File: src/rtl/bt_pkg.sv
package bt_pkg;
  typedef enum logic [2:0] {
    S_IDLE, S_CHK, S_HDR, S_CAP, S_FWD, S_RSP, S_FIN
  } bt_st_e;

  localparam logic [7:0] FN_APP_REQ  = 8'h18;
  localparam logic [7:0] CMD_CAPS    = 8'h36;
  localparam logic [7:0] FN_RSP_BIT  = 8'h04;
  localparam logic [7:0] CC_TOO_BIG  = 8'hCA;
  localparam logic [7:0] CAP_RSP_T   = 8'd10;
  localparam int         MIN_REQ     = 4;

  function automatic logic [7:0] sat_byte(input int v);
    return (v > 255) ? 8'hFF : 8'(v);
  endfunction
endpackage

File: src/rtl/bt_byte_ram.sv
module bt_byte_ram #(
  parameter int DEPTH = 16,
  parameter int NRD   = 1,
  localparam int AW   = $clog2(DEPTH)
) (
  input  logic          clk,
  input  logic          we,
  input  logic [AW-1:0] waddr,
  input  logic [7:0]    wdata,
  input  logic [AW-1:0] rd_addr [NRD],
  output logic [7:0]    rd_data [NRD]
);
  logic [7:0] mem [DEPTH];

  always_ff @(posedge clk) begin
    if (we) mem[waddr] <= wdata;
  end

  for (genvar g = 0; g < NRD; g++) begin : g_rd
    assign rd_data[g] = mem[rd_addr[g]];
  end
endmodule

File: src/rtl/bt_msg_ctrl.sv
module bt_msg_ctrl
  import bt_pkg::*;
#(
  parameter int IN_DEPTH  = 16,
  parameter int OUT_DEPTH = 12,
  localparam int IA_W  = $clog2(IN_DEPTH),
  localparam int OA_W  = $clog2(OUT_DEPTH),
  localparam int OL_W  = $clog2(OUT_DEPTH + 1),
  localparam int CNT_W = IA_W + 2
) (
  input  logic            clk,
  input  logic            rst_n,
  input  logic            in_we,
  input  logic            in_clr,
  input  logic            req_go,
  input  logic            atn_clr,
  output logic            iwe,
  output logic [IA_W-1:0] iwaddr,
  output logic [IA_W-1:0] ira,
  output logic [IA_W-1:0] irb,
  input  logic [7:0]      ida,
  input  logic [7:0]      idb,
  output logic            owe,
  output logic [OA_W-1:0] owaddr,
  output logic [7:0]      owdata,
  output logic [OL_W-1:0] out_len,
  output logic            bmc_busy,
  output logic            b2h_atn,
  output logic            fwd_valid,
  input  logic            fwd_ready,
  output logic [7:0]      fwd_data,
  output logic            fwd_last,
  output logic [7:0]      fwd_tag,
  input  logic            rsp_valid,
  output logic            rsp_ready,
  input  logic [7:0]      rsp_data,
  input  logic            rsp_last,
  input  logic [7:0]      rsp_tag
);
  localparam logic [CNT_W-1:0] CNT_DEPTH = CNT_W'(IN_DEPTH);
  localparam logic [CNT_W-1:0] CNT_MAX   = '1;
  localparam logic [CNT_W-1:0] CNT_MIN   = CNT_W'(MIN_REQ);
  localparam logic [7:0]       LAST_FULL = 8'(IN_DEPTH - 1);
  localparam logic [7:0]       BIG_LIM   = 8'(OUT_DEPTH - 2);
  localparam logic [8:0]       ODEP9     = 9'(OUT_DEPTH);
  localparam logic [7:0]       IN_SZ     = sat_byte(IN_DEPTH);
  localparam logic [7:0]       OUT_SZ    = sat_byte(OUT_DEPTH);

  bt_st_e           st_q, st_d;
  logic [CNT_W-1:0] cnt_q, cnt_d;
  logic [7:0]       idx_q, idx_d, fn_q, fn_d, seq_q, seq_d, tag_q, tag_d, n_q, n_d;
  logic             busy_q, busy_d, atn_q, atn_d, drop_q, drop_d;
  logic [OL_W-1:0]  len_q, len_d;
  logic [7:0]       last_idx, cap_byte;
  logic             len_bad, big, tag_ok;

  assign last_idx = (cnt_q >= CNT_DEPTH) ? LAST_FULL : 8'(cnt_q) - 8'd1;
  assign len_bad  = (ida != 8'(cnt_q) - 8'd1);
  assign big      = (n_q > BIG_LIM);
  assign tag_ok   = (idx_q == 8'd0) ? (rsp_tag == tag_q) : !drop_q;
  assign iwe      = in_we && !in_clr && (cnt_q < CNT_DEPTH);
  assign iwaddr   = cnt_q[IA_W-1:0];

  always_comb begin
    case (idx_q)
      8'd0: cap_byte = 8'd9;
      8'd1: cap_byte = fn_q | FN_RSP_BIT;
      8'd2: cap_byte = seq_q;
      8'd3: cap_byte = CMD_CAPS;
      8'd5: cap_byte = 8'd1;
      8'd6: cap_byte = IN_SZ;
      8'd7: cap_byte = OUT_SZ;
      8'd8: cap_byte = CAP_RSP_T;
      default: cap_byte = 8'd0;
    endcase
  end

  always_comb begin
    st_d = st_q; cnt_d = cnt_q; idx_d = idx_q; fn_d = fn_q; seq_d = seq_q;
    tag_d = tag_q; n_d = n_q; busy_d = busy_q; atn_d = atn_q; drop_d = drop_q;
    len_d = len_q;
    ira = '0; irb = IA_W'(1);
    owe = 1'b0; owaddr = '0; owdata = 8'd0;
    fwd_valid = 1'b0; fwd_data = 8'd0; fwd_last = 1'b0; rsp_ready = 1'b0;

    if (in_clr)                          cnt_d = '0;
    else if (in_we && cnt_q != CNT_MAX)  cnt_d = cnt_q + 1'b1;
    if (atn_clr) atn_d = 1'b0;

    case (st_q)
      S_IDLE: if (req_go && cnt_q >= CNT_MIN) begin
        busy_d = 1'b1; st_d = S_CHK;
      end
      S_CHK: begin
        if (len_bad) begin cnt_d = '0; st_d = S_IDLE; end
        else begin fn_d = idb; st_d = S_HDR; end
      end
      S_HDR: begin
        ira = IA_W'(2); irb = IA_W'(3);
        seq_d = ida;
        if (fn_q == FN_APP_REQ && idb == CMD_CAPS) begin
          idx_d = 8'd0; st_d = S_CAP;
        end else begin
          idx_d = 8'd2; st_d = S_FWD;
        end
      end
      S_CAP: begin
        owe = 1'b1; owaddr = idx_q[OA_W-1:0]; owdata = cap_byte;
        if (idx_q == 8'd9) begin
          len_d = OL_W'(10); busy_d = 1'b0; atn_d = 1'b1; st_d = S_IDLE;
        end else idx_d = idx_q + 8'd1;
      end
      S_FWD: begin
        ira = idx_q[IA_W-1:0];
        fwd_valid = 1'b1;
        fwd_data  = (idx_q == 8'd2) ? fn_q : ida;
        fwd_last  = (idx_q == last_idx);
        if (fwd_ready) begin
          if (fwd_last) begin idx_d = 8'd0; drop_d = 1'b0; st_d = S_RSP; end
          else idx_d = idx_q + 8'd1;
        end
      end
      S_RSP: begin
        rsp_ready = 1'b1;
        if (rsp_valid) begin
          drop_d = !tag_ok;
          if (tag_ok && (idx_q == 8'd0 || {1'b0, idx_q} + 9'd2 < ODEP9)) begin
            owe    = 1'b1;
            owaddr = (idx_q == 8'd0) ? OA_W'(1) : OA_W'(idx_q + 8'd2);
            owdata = rsp_data;
          end
          if (idx_q != 8'hFF) idx_d = idx_q + 8'd1;
          if (rsp_last) begin
            idx_d = 8'd0;
            if (tag_ok) begin n_d = idx_q + 8'd1; st_d = S_FIN; end
          end
        end
      end
      S_FIN: begin
        idx_d = idx_q + 8'd1;
        case (idx_q)
          8'd0: begin owe = 1'b1; owaddr = OA_W'(2); owdata = seq_q; end
          8'd1: begin owe = big; owaddr = OA_W'(4); owdata = CC_TOO_BIG; end
          default: begin
            owe = 1'b1; owaddr = '0;
            owdata = big ? 8'd4 : n_q + 8'd1;
            len_d  = big ? OL_W'(5) : OL_W'(n_q + 8'd2);
            busy_d = 1'b0; atn_d = 1'b1; tag_d = tag_q + 8'd1;
            idx_d  = 8'd0; st_d = S_IDLE;
          end
        endcase
      end
      default: st_d = S_IDLE;
    endcase
  end

  always_ff @(posedge clk or negedge rst_n) begin
    if (!rst_n) begin
      st_q <= S_IDLE; cnt_q <= '0; idx_q <= 8'd0; fn_q <= 8'd0; seq_q <= 8'd0;
      tag_q <= 8'd0; n_q <= 8'd0; busy_q <= 1'b0; atn_q <= 1'b0;
      drop_q <= 1'b0; len_q <= '0;
    end else begin
      st_q <= st_d; cnt_q <= cnt_d; idx_q <= idx_d; fn_q <= fn_d; seq_q <= seq_d;
      tag_q <= tag_d; n_q <= n_d; busy_q <= busy_d; atn_q <= atn_d;
      drop_q <= drop_d; len_q <= len_d;
    end
  end

  assign out_len  = len_q;
  assign bmc_busy = busy_q;
  assign b2h_atn  = atn_q;
  assign fwd_tag  = tag_q;

  p_short_ignored_r1: assert property (@(posedge clk) disable iff (!rst_n)
    (st_q == S_IDLE && req_go && cnt_q < CNT_MIN) |=> (st_q == S_IDLE && $stable(busy_q)));
  p_discard_r2: assert property (@(posedge clk) disable iff (!rst_n)
    (st_q == S_CHK && len_bad) |=> (busy_q && cnt_q == '0 && st_q == S_IDLE));
  p_fwd_hold_r4: assert property (@(posedge clk) disable iff (!rst_n)
    (fwd_valid && !fwd_ready) |=> (fwd_valid && $stable(fwd_data) && $stable(fwd_last)));
  p_tag_step_r6: assert property (@(posedge clk) disable iff (!rst_n)
    !$stable(tag_q) |-> (tag_q == $past(tag_q) + 8'd1));
  p_len_bound_r8: assert property (@(posedge clk) disable iff (!rst_n)
    len_q <= OL_W'(OUT_DEPTH));
  p_commit_r9: assert property (@(posedge clk) disable iff (!rst_n)
    !$stable(len_q) |-> (atn_q && !busy_q));
endmodule

File: src/rtl/bt_msg_engine.sv
module bt_msg_engine #(
  parameter int IN_DEPTH  = 16,
  parameter int OUT_DEPTH = 12,
  localparam int IA_W = $clog2(IN_DEPTH),
  localparam int OA_W = $clog2(OUT_DEPTH),
  localparam int OL_W = $clog2(OUT_DEPTH + 1)
) (
  input  logic            clk,
  input  logic            rst_n,
  input  logic            in_we,
  input  logic [7:0]      in_wdata,
  input  logic            in_clr,
  input  logic            req_go,
  input  logic            atn_clr,
  input  logic [OA_W-1:0] out_rd_addr,
  output logic [7:0]      out_rd_data,
  output logic [OL_W-1:0] out_len,
  output logic            bmc_busy,
  output logic            b2h_atn,
  output logic            fwd_valid,
  input  logic            fwd_ready,
  output logic [7:0]      fwd_data,
  output logic            fwd_last,
  output logic [7:0]      fwd_tag,
  input  logic            rsp_valid,
  output logic            rsp_ready,
  input  logic [7:0]      rsp_data,
  input  logic            rsp_last,
  input  logic [7:0]      rsp_tag
);
  logic            iwe, owe;
  logic [IA_W-1:0] iwaddr, ira, irb;
  logic [OA_W-1:0] owaddr;
  logic [7:0]      ida, idb, owdata;
  logic [IA_W-1:0] in_ra [2];
  logic [7:0]      in_rd [2];
  logic [OA_W-1:0] out_ra [1];
  logic [7:0]      out_rd [1];

  assign in_ra[0]    = ira;
  assign in_ra[1]    = irb;
  assign ida         = in_rd[0];
  assign idb         = in_rd[1];
  assign out_ra[0]   = out_rd_addr;
  assign out_rd_data = out_rd[0];

  bt_byte_ram #(.DEPTH(IN_DEPTH), .NRD(2)) u_in_ram (
    .clk(clk), .we(iwe), .waddr(iwaddr), .wdata(in_wdata),
    .rd_addr(in_ra), .rd_data(in_rd));

  bt_byte_ram #(.DEPTH(OUT_DEPTH), .NRD(1)) u_out_ram (
    .clk(clk), .we(owe), .waddr(owaddr), .wdata(owdata),
    .rd_addr(out_ra), .rd_data(out_rd));

  bt_msg_ctrl #(.IN_DEPTH(IN_DEPTH), .OUT_DEPTH(OUT_DEPTH)) u_ctrl (
    .clk(clk), .rst_n(rst_n), .in_we(in_we), .in_clr(in_clr), .req_go(req_go),
    .atn_clr(atn_clr), .iwe(iwe), .iwaddr(iwaddr), .ira(ira), .irb(irb),
    .ida(ida), .idb(idb), .owe(owe), .owaddr(owaddr), .owdata(owdata),
    .out_len(out_len), .bmc_busy(bmc_busy), .b2h_atn(b2h_atn),
    .fwd_valid(fwd_valid), .fwd_ready(fwd_ready), .fwd_data(fwd_data),
    .fwd_last(fwd_last), .fwd_tag(fwd_tag), .rsp_valid(rsp_valid),
    .rsp_ready(rsp_ready), .rsp_data(rsp_data), .rsp_last(rsp_last),
    .rsp_tag(rsp_tag));
endmodule

File: config.mk
export PLATFORM = sky130hd
export DESIGN_NAME = bt_msg_engine
export DESIGN_NICKNAME = d
export VERILOG_FILES = /design/src/rtl/bt_pkg.sv /design/src/rtl/bt_byte_ram.sv /design/src/rtl/bt_msg_ctrl.sv /design/src/rtl/bt_msg_engine.sv
export SDC_FILE = /design/constraint.sdc
export NUM_CORES = 1
export LEC_CHECK = 0
export ABC_CLOCK_PERIOD_IN_PS = 3760
export BUFFER_PORTS_ARGS = -buffer_cell sky130_fd_sc_hd__buf_2
export CAP_MARGIN = 20
export CORE_ASPECT_RATIO = 1.2
export CORE_UTILIZATION = 61
export CTS_CLUSTER_SIZE = 40
export DETAILED_ROUTE_END_ITERATION = 10
export PLACE_DENSITY = 0.84
export SLEW_MARGIN = 10
export SYNTH_ARGS = -nofsm -noshare
export SYNTH_HDL_FRONTEND = slang
export SYNTH_SLANG_ARGS = --single-unit
File: constraint.sdc
create_clock -name clk -period 3.76 [get_ports clk]
set_input_delay 0.752 -clock clk [delete_from_list [all_inputs] [get_ports clk]]
set_output_delay 0.752 -clock clk [all_outputs]
set_load 0.02 [all_outputs]
==> Word-level counts from Yosys, hierarchy flattened <==
Memories as Yosys holds them, arrays and structs flattened.
Cells that the tools add are included.
{ "word_totals": {"ff_bits": 56, "ramBits": 224, "in_bits": 37, "out_inout_bits": 33, "word_cells": 152, "mem_count": 2} }
{ "classes": {"add_sub_neg": 8, "magnitude_cmp": 5, "eq_ne": 31, "mux": 68, "bitwise": 2, "n_reduce_logical": 25} }
{ "memory_table": {"columns": ["name", "words", "word_bits", "rd", "rd_ports_with_merged_regs", "wr", "line", "rtl"], "rows": [
  ["u_in_ram.mem", 16, 8, 2, 0, 1, "bt_byte_ram.sv:13", "logic [7:0] mem [DEPTH];"],
  ["u_out_ram.mem", 12, 8, 1, 0, 1, "bt_byte_ram.sv:13", null]
]} }
{ "op_table": {"columns": ["operator", "n"], "rows": [
  ["2-to-1 mux 8 bit", 13],
  ["one-hot mux 8 bit (8 select lines)", 1],
  ["one-hot mux 8 bit (5 select lines)", 1],
  ["2-to-1 mux 3 bit", 9],
  ["adder 8 x 1 -> 8 bit (second input constant)", 3],
  ["equality test 8 x 3 -> 1 bit (second input constant)", 3],
  ["2-to-1 mux 4 bit", 6],
  ["2-to-1 mux 6 bit", 4],
  ["one-hot mux 8 bit (3 select lines)", 1],
  ["one-hot mux 3 bit (7 select lines)", 1],
  ["2-to-1 mux 1 bit", 20],
  ["equality test 8 x 2 -> 1 bit (second input constant)", 2],
  ["equality test 8 x 4 -> 1 bit (second input constant)", 2],
  ["equality test 8 bit", 2],
  ["one-hot mux 4 bit (2 select lines)", 2],
  ["one-hot mux 8 bit (2 select lines)", 1],
  ["one-hot mux 4 bit (3 select lines)", 1],
  ["AND reduction 4 bit", 3],
  ["inequality test 2 bit (second input constant)", 5],
  ["adder 8 x 2 -> 9 bit (second input constant)", 1],
  ["equality test 3 bit (second input constant)", 3],
  ["< comparator 9 x 4 -> 1 bit (second input constant)", 1],
  ["adder 4 x 2 -> 4 bit (second input constant)", 2],
  ["equality test 8 x 1 -> 1 bit (second input constant)", 1],
  ["other kinds (33)", 51]
]} }

==> Logic depth before layout (Yosys ltp) <==
Gate-level depths: netlist of the first run.
{ "depth": {"word_depth": 9, "mapped_depth": 14, "mapped_depth_nobuf": 11} }

==> Cells and area by module <==
Synthesis of the first run repeated with hierarchy kept, for this count alone.
{ "hier_totals": {"hier_cells": 946, "hier_area_um2": 13848.3} }
{ "modules_own_cells": {"columns": ["module", "instances", "cells_each", "area_per_inst_um2", "seq_area_each_um2"], "rows": [
  ["bt_byte_ram (u_in_ram)", 1, 291, 6024.5, 3843.7],
  ["bt_msg_ctrl", 1, 481, 4110.2, 1401.3],
  ["bt_byte_ram (u_out_ram)", 1, 174, 3713.6, 2882.8]
]} }

==> Worst setup path before layout of the first run <==
Ideal clock, no wire load.
{ "synth_timing": {"path_type": "input to output", "from": "in out_rd_addr[0]", "to": "out out_rd_data[3]", "arrival_ns": 2.503, "required_ns": 3.008, "slack_ns": 0.505, "stages": 5, "path_buffers": 2, "cell_sequence": "clkbuf_1 > buf_1 > mux4_2 > mux2i_1 > o21ai_0"} }
{ "synth_between": {"elab_chain_cells": 1} }
{ "synth_lines": {"columns": ["item", "line", "rtl"], "rows": [
  ["start, declared", "bt_msg_engine.sv:15", "input logic [OA_W-1:0] out_rd_addr,"],
  ["memory (12 x 8 bit)", null, null],
  ["end, declared", "bt_msg_engine.sv:16", "output logic [7:0] out_rd_data,"]
]} }
No other way between the ends.

==> Worst setup path in the final report of the first run <==
{ "layout_timing": {"from": "reg u_ctrl.st_q[0]", "to": "out fwd_data[1]"} }
{ "layout_between": {"elab_chain_cells": 5, "word_cells_on_any_way": 6, "cone_classes": "eq/ne: 2; mux: 3; memory: 1"} }
{ "layout_lines": {"columns": ["item", "line", "rtl"], "rows": [
  ["start, declared", "bt_msg_ctrl.sv:49", "bt_st_e st_q, st_d;"],
  ["start signal, assigned", "bt_msg_ctrl.sv:163", "st_q <= st_d; cnt_q <= cnt_d; idx_q <= idx_d; fn_q <= fn_d; seq_q <= seq_d;"],
  ["equality test 3 bit / equality test 3 x 2 -> 1 bit (equally long branches)", "bt_msg_ctrl.sv:90", "case (st_q)"],
  ["one-hot mux 4 bit (2 select lines)", "bt_msg_ctrl.sv:90", null],
  ["memory (16 x 8 bit)", null, null],
  ["2-to-1 mux 8 bit", "bt_msg_ctrl.sv:116", "fwd_data = (idx_q == 8'd2) ? fn_q : ida;"],
  ["2-to-1 mux 8 bit (*)", "bt_msg_ctrl.sv:90", null],
  ["end, declared", "bt_msg_engine.sv:22", "output logic [7:0] fwd_data,"]
]} }
Every way passes the cells marked *; elsewhere a longest branch is shown, timed or not.

==> results.json, run 1 <==
{
  "final-max-slew-violation-count": 0,
  "muxShareOfSynthArea_pct": 11.1,
  "holdBufCountCts": 0,
  "status": "finished, violations left",
  "die_h_um": 163,
  "root_buffer": "clkbuf_16",
  "final-setup-viol-count": 1,
  "layout-drive-gt1-share_pct": 24.2,
  "finalHoldViolCount": 0,
  "num_rows": 58,
  "antenna_found_initial": 2,
  "maxCapViolCount": 0,
  "skew_ns": 0.0226,
  "core_area_sq_um": 21000,
  "startpoint_type": "register",
  "clockBufferDepth": 3,
  "numPortBuffers": 69,
  "post_dp_cell_area_sq_um": 13900,
  "io_pins": 70,
  "post-synth-top-count-cell": "edfxtp_1",
  "die-width_um": 136,
  "overflow": 0,
  "drt_iter0_drc": 817,
  "layout_setup_ws_ns": -0.000289,
  "wirelength_mm": 32.6,
  "syn_nets": 1043,
  "drt.antenna.violating_nets": 0,
  "worstSetupPathType": "register to primary output",
  "syn_inst": 992,
  "syn_area_per_cell_sq_um": 13.3,
  "arrival_ns": 3.01,
  "synth_top_family_by_area": "simple AND/OR/NAND/NOR gates",
  "yosys_register_bits": 280,
  "start_util_pct": 62.6,
  "route.detailed.drc": 0,
  "grt_pass1_wl_mm": 49.3,
  "max_stage_delay_ns": 0.46,
  "synth_edf_count": 224,
  "synth_fa_ha_area_share_pct": 1.41,
  "cts_sinks": 280,
  "crit_chain": "or3b_4 > buf_4 > nor3b_2 > buf_4 > a31oi_2 > and2_1 > a211oi_1 > buf_4 > buf_2",
  "ys_seq_area_share_pct": 61.7,
  "track_usage_pct": 30.0,
  "max_freq_mhz": 266,
  "dieArea_sq_um": 22200,
  "worst-path-buf-inv": 4,
  "hpwl_mm": 21.9,
  "finalCritPeriodShare_pct": 100,
  "synth_warnings": 0,
  "n_antenna_cell": 0,
  "worstSetupPathDepth": 9,
  "regToRegSetupSlack_ns": 0.15,
  "slew_headroom_pct": 23.2,
  "cts_tree": "done",
  "cts_made_buffers": 27,
  "synth_area_leaders": "edfxtp_1 51%, dfrtp_1 11%, mux2i_1 5.2%",
  "grt_pass1_vias": 8843,
  "p_leak_nw": 5.57,
  "preCtsSetupSlack_ns": 0.143,
  "max-vdd-ir-drop_uv": 579,
  "ys.flop_type": "edfxtp_1",
  "endpoint_kind": "primary output",
  "gp_congestion": 0.998,
  "synth_top_area_share_pct": 51.1,
  "final_area_sq_um": 15100,
  "worst_slew_pin_slew_ns": 1.15,
  "synth_compound_area_share_pct": 8.99,
  "slowest_stage": "dfrtp_2",
  "avgViaCountPerCell": 6.51,
  "ys_types": 88,
  "synth-simple-area-share_pct": 11.5,
  "r2r_cells": 11,
  "hold_path.class": "input port to async pin",
  "yosysTopAreaCell": "edfxtp_1",
  "drtPass1Iterations": 9,
  "cp_max_fo": 15,
  "synthesis.area_sq_um": 13200,
  "cp_top_family": "simple AND/OR/NAND/NOR gates",
  "post-route-util_pct": 71.8,
  "syn_to_final_growth_pct": 14.7,
  "rsz0062_at_grt": "true",
  "h-tree-depth": 1,
  "dp_cells": 1313,
  "violations": "negative setup slack",
  "cp.required_ns": 3.01,
  "pwr_density_cell_nw_per_um2": 715,
  "crit_top_cell": "buf_4",
  "synthTopCellsByCount": "224 x edfxtp_1, 95 x nor2_1, 78 x nand2_1",
  "whs_ns": 0.238,
  "instances_no_fill": 1383,
  "vias": 9007,
  "synthXorXnorAreaFrac_pct": 2.26,
  "grt_max_degree": 31,
  "finalNetCount": 1143,
  "min_period_ns": 3.76,
  "wl_per_cell_um": 23.5,
  "insertion_delay_ns": 0.54,
  "async_flop_share_pct": 20.0,
  "clk_pin_slew_ns": 0.07
}
-- power by group --
part,leakage [nW],total (mW),internal (mW),switching (mW)
Combinational,2.40,4.34,1.70,2.64
Sequential,2.77,3.95,3.69,0.258
Clock,0.400,2.52,1.40,1.12
-- metrics by stage --
step / TNS (ns) / power, mW
after global routing: -0.278 / 11.3
after CTS: 0 / 10.6
final: -0.000289 / 10.8
after global placement: 0 / 7.63
after floorplan: 0 / 6.67
after detailed placement: 0 / 7.71
-- kinds of logic after synthesis --
| group | after synthesis |
|---|---|
| and+or+nand+nor | 296 |
| DFF | 280 |
| AOI/OAI and AO/OA | 177 |
| muxes | 111 |
| buffers and inverters | 79 |
| xor gates and xnor gates | 34 |
| adders and majority gates | 15 |
-- per-layer routing --
metal / GRT usage [%] / share of wire (%) / routed length [um] / vias to the layer above
li1: - / - / - / 3983
met1: 36.1 / 37 / 12000 / 4412
met2: 52.5 / 51 / 16500 / 487
met3: 4.08 / 6.8 / 2220 / 123
met4: 15.1 / 5.5 / 1780 / 2
met5: 0 / 0.028 / 9 / -
-- placed cells by master (no fill, tap or decap), types with 5 or more instances in the layout --
cell and n:
o22ai_1 14, and2_1 7, nand4_1 11, nor3_1 14, o211ai_1 7, clkbuf_16 28
xnor2_1 11, ha_1 14, mux2i_1 64, nand2b_1 12, a31oi_2 5, a31oi_1 8
nor2b_1 7, mux2_2 10, a22o_1 6, clkinv_1 6, nor4_1 5, edfxtp_1 224
xor2_1 22, buf_2 68, o21ai_0 42, a21oi_1 32, mux2_4 8, clkbuf_1 5
inv_1 17, nor2_1 90, a211oi_1 5, and3_1 11, dfrtp_1 53, buf_4 57
nand3_1 17, nand2_1 77, nor2_2 5, mux4_2 24
-- final cells by class --
class,count,area (sq um)
Multi-Input combinational cell,633,4830
Timing Repair Buffer,132,912
Inverter,18,72.6
Tap cell,270,338
Clock buffer,32,694
Fill cell,1346,5930
Sequential cell,280,8130
Clock inverter,18,131
-- sequential cells by signal (all words and copies together), names as in the netlist, 4 cells and up --
name / cells
u_ctrl.fn_q: 8
u_ctrl.idx_q: 8
u_ctrl.cnt_q: 6
u_ctrl.n_q: 8
u_in_ram.mem: 128
u_ctrl.fwd_tag: 8
u_ctrl.seq_q: 8
u_out_ram.mem: 96
u_ctrl.out_len: 4
-- repair_timing --
| action | 4_1_cts | 5_1_grt |
|---|---|---|
| cloned | 2 | 1 |
| setup buffers | 13 | 6 |
| pin swaps | 2 | 9 |
| setup endpoints to repair | 8 | 25 |
| resized for setup | 31 | 20 |
-- path summary, 6_finish.rpt --
path                                   start                 to
max in group asynchronous              rst_n  u_ctrl.out_len[1]
hold reg to reg            u_ctrl.out_len[3]  u_ctrl.out_len[3]
min in group clk                     atn_clr     u_ctrl.b2h_atn
setup / recovery              u_ctrl.st_q[0]        fwd_data[1]
setup reg to reg              u_ctrl.st_q[1]     u_ctrl.fn_q[1]
hold / removal                         rst_n    u_ctrl.seq_q[5]
No activity file was read; power rests on OpenSTA's default activity.
==> inputs of run 2 (changes only) <==
ABC_CLOCK_PERIOD_IN_PS = 4300   (was 3760)
clock period = 4.3 ns   (was 3.76 ns; I/O delays follow)
==> run 2 against run 1 <==
Against the previous run: the flow now finishes without violations; clock power is essentially flat; sequential cell count did not move; combinational power shrank 23%; count of clock-buffer cells in the layout decreased by 1; final cell count fell by 2.7%; wire length is 1.3% lower; first-iteration DRC count grew 0.61%; non-clock buffer count decreased by 37; register-to-register slack improved by 0.17 ns; sequential share of layout area grew 1.3 points; clock skew down 0.0068 ns; utilization is 1.8 points lower; critical path type unchanged; largest power group is now registers.
==> results.json, run 2 (synthesis results as in run 1) <==
{
  "start_util_pct": 62.6,
  "hold_path.class": "input port to async pin",
  "layout_common_cells": "224 x edfxtp_1, 90 x nor2_1, 77 x nand2_1, 69 x mux2i_1, 69 x buf_2",
  "grt_pass1_wl_mm": 49.1,
  "wirelength_mm": 32.1,
  "max_stage_delay_ns": 0.53,
  "instances_no_fill": 1346,
  "gp_congestion": 0.947,
  "die-width_um": 136,
  "finalHoldViolCount": 0,
  "drt.antenna.violating_nets": 0,
  "min_period_ns": 4.29,
  "status": "completed",
  "pwr_density_cell_nw_per_um2": 632,
  "dp_cells": 1295,
  "r2r-end": "u_out_ram.mem[1][3]",
  "arrival_ns": 3.43,
  "max-vdd-ir-drop_uv": 538,
  "clk_pin_slew_ns": 0.07,
  "skew_ns": 0.0158,
  "post_dp_cell_area_sq_um": 13700,
  "layout-drive-gt1-share_pct": 20.2,
  "top_layer_used": "met4",
  "cts_tree": "done",
  "met2_length_mm": 16.2,
  "layout_setup_ws_ns": 0.00560,
  "hpwl_mm": 22.4,
  "io_pins": 70,
  "worstSetupPathType": "register to primary output",
  "cts_sinks": 280,
  "core_area_sq_um": 21000,
  "max_freq_mhz": 233,
  "cts_made_buffers": 27,
  "dieArea_sq_um": 22200,
  "cp_max_fo": 8,
  "p_leak_nw": 5.38,
  "overflow": 0,
  "slowest_stage": "or3b_1",
  "grt_max_degree": 33,
  "num_rows": 58,
  "startpoint_type": "register",
  "clockBufferDepth": 3,
  "drtPass1Iterations": 5,
  "h-tree-depth": 1,
  "numPortBuffers": 69,
  "setup_tns_ns": 0,
  "wl_met1_mm": 12.0,
  "track_usage_pct": 29.9,
  "syn_to_final_growth_pct": 11.9,
  "die_h_um": 163,
  "insertion_delay_ns": 0.54,
  "antenna_found_initial": 0,
  "finalCritPeriodShare_pct": 99.9,
  "endpoint_kind": "primary output",
  "final-setup-viol-count": 0,
  "vias": 8785,
  "final_common_cell": "edfxtp_1",
  "largest_reg_flops": 128,
  "r2r_cells": 10,
  "cp.required_ns": 3.44,
  "crit_chain": "or3b_1 > inv_2 > nand4_2 > o22ai_1 > a31oi_1 > and2_1 > a211oi_1 > buf_2",
  "regToRegSetupSlack_ns": 0.32,
  "top_register": "u_in_ram.mem",
  "cp_top_family": "simple AND/OR/NAND/NOR gates",
  "reg_top3": "u_in_ram.mem: 128 flops, u_out_ram.mem: 96 flops",
  "n_antenna_cell": 0,
  "rsz0062_at_grt": "false",
  "grt_pass1_vias": 8703,
  "wl_per_cell_um": 23.9,
  "avgViaCountPerCell": 6.53,
  "maxCapViolCount": 0,
  "final_area_sq_um": 14700,
  "final-max-slew-violation-count": 0,
  "root_buffer": "clkbuf_16",
  "finalNetCount": 1106,
  "route.detailed.drc": 0,
  "crit-reg2reg-launch": "u_ctrl.idx_q[5]",
  "wl_met3_mm": 2.26,
  "drt_iter0_drc": 822,
  "worst-path-buf-inv": 2,
  "preCtsSetupSlack_ns": 0.258,
  "whs_ns": 0.347,
  "worst_slew_pin_slew_ns": 1.09,
  "post-route-util_pct": 70.0,
  "slew_headroom_pct": 26.9,
  "finalPower_mw": 9.31
}
==> run 2: cell types whose count changed in the layout (fill, tap and decap cells not counted), sizes merged <==
cell,previous run,this run
bufinv,1,5
buf,131,95
clkinvlp,2,3
clkinv,12,9
clkbuf,33,31
inv,21,20
==> run 2: area by class of cell <==
class                      instances  area (sq um)
sequential                       280          8130
inverter                          18          67.6
tap                              270           338
multi-input combinational        633          4690
fill                            1434          6310
timing repair buffer              95           566
clock buffer                      31           701
clock inverter                    19           246
==> run 2: how the worst max path moves through the flow <==
stage                    startpoint              endpoint  slack, ns  depth (start not counted)
floorplan            out_rd_addr[0]        out_rd_data[3]       0.83                          5
global placement    u_ctrl.idx_q[4]   u_out_ram.mem[8][1]       0.39                         10
detailed placement  u_ctrl.idx_q[5]  u_out_ram.mem[11][2]       0.26                         10
CTS                 u_ctrl.idx_q[1]           fwd_data[0]       0.05                          8
global route         u_ctrl.st_q[0]           fwd_data[6]      0.002                          9
finish               u_ctrl.st_q[0]           fwd_data[0]      0.006                          8
==> run 2: repair_timing <==
action,4_1_cts,5_1_grt
buffers inserted,0,1
hold buffers,0,0
resized for setup,1,11
cloned,0,0
endpoints found under the setup margin,1,39
pin swaps,0,1
==> run 2: metal layers <==
| layer | global-route usage, % | vias to the layer above |
|---|---|---|
| li1 | - | 3898 |
| met1 | 37.0 | 4329 |
| met2 | 52.1 | 446 |
| met3 | 3.33 | 112 |
| met4 | 14.3 | 0 |
| met5 | 0 | - |
==> run 2: power by group <==
part	total (mW)	internal [mW]	switching [mW]
Combinational	3.35	1.21	2.14
Clock	2.50	1.48	1.02
Sequential	3.46	3.22	0.237
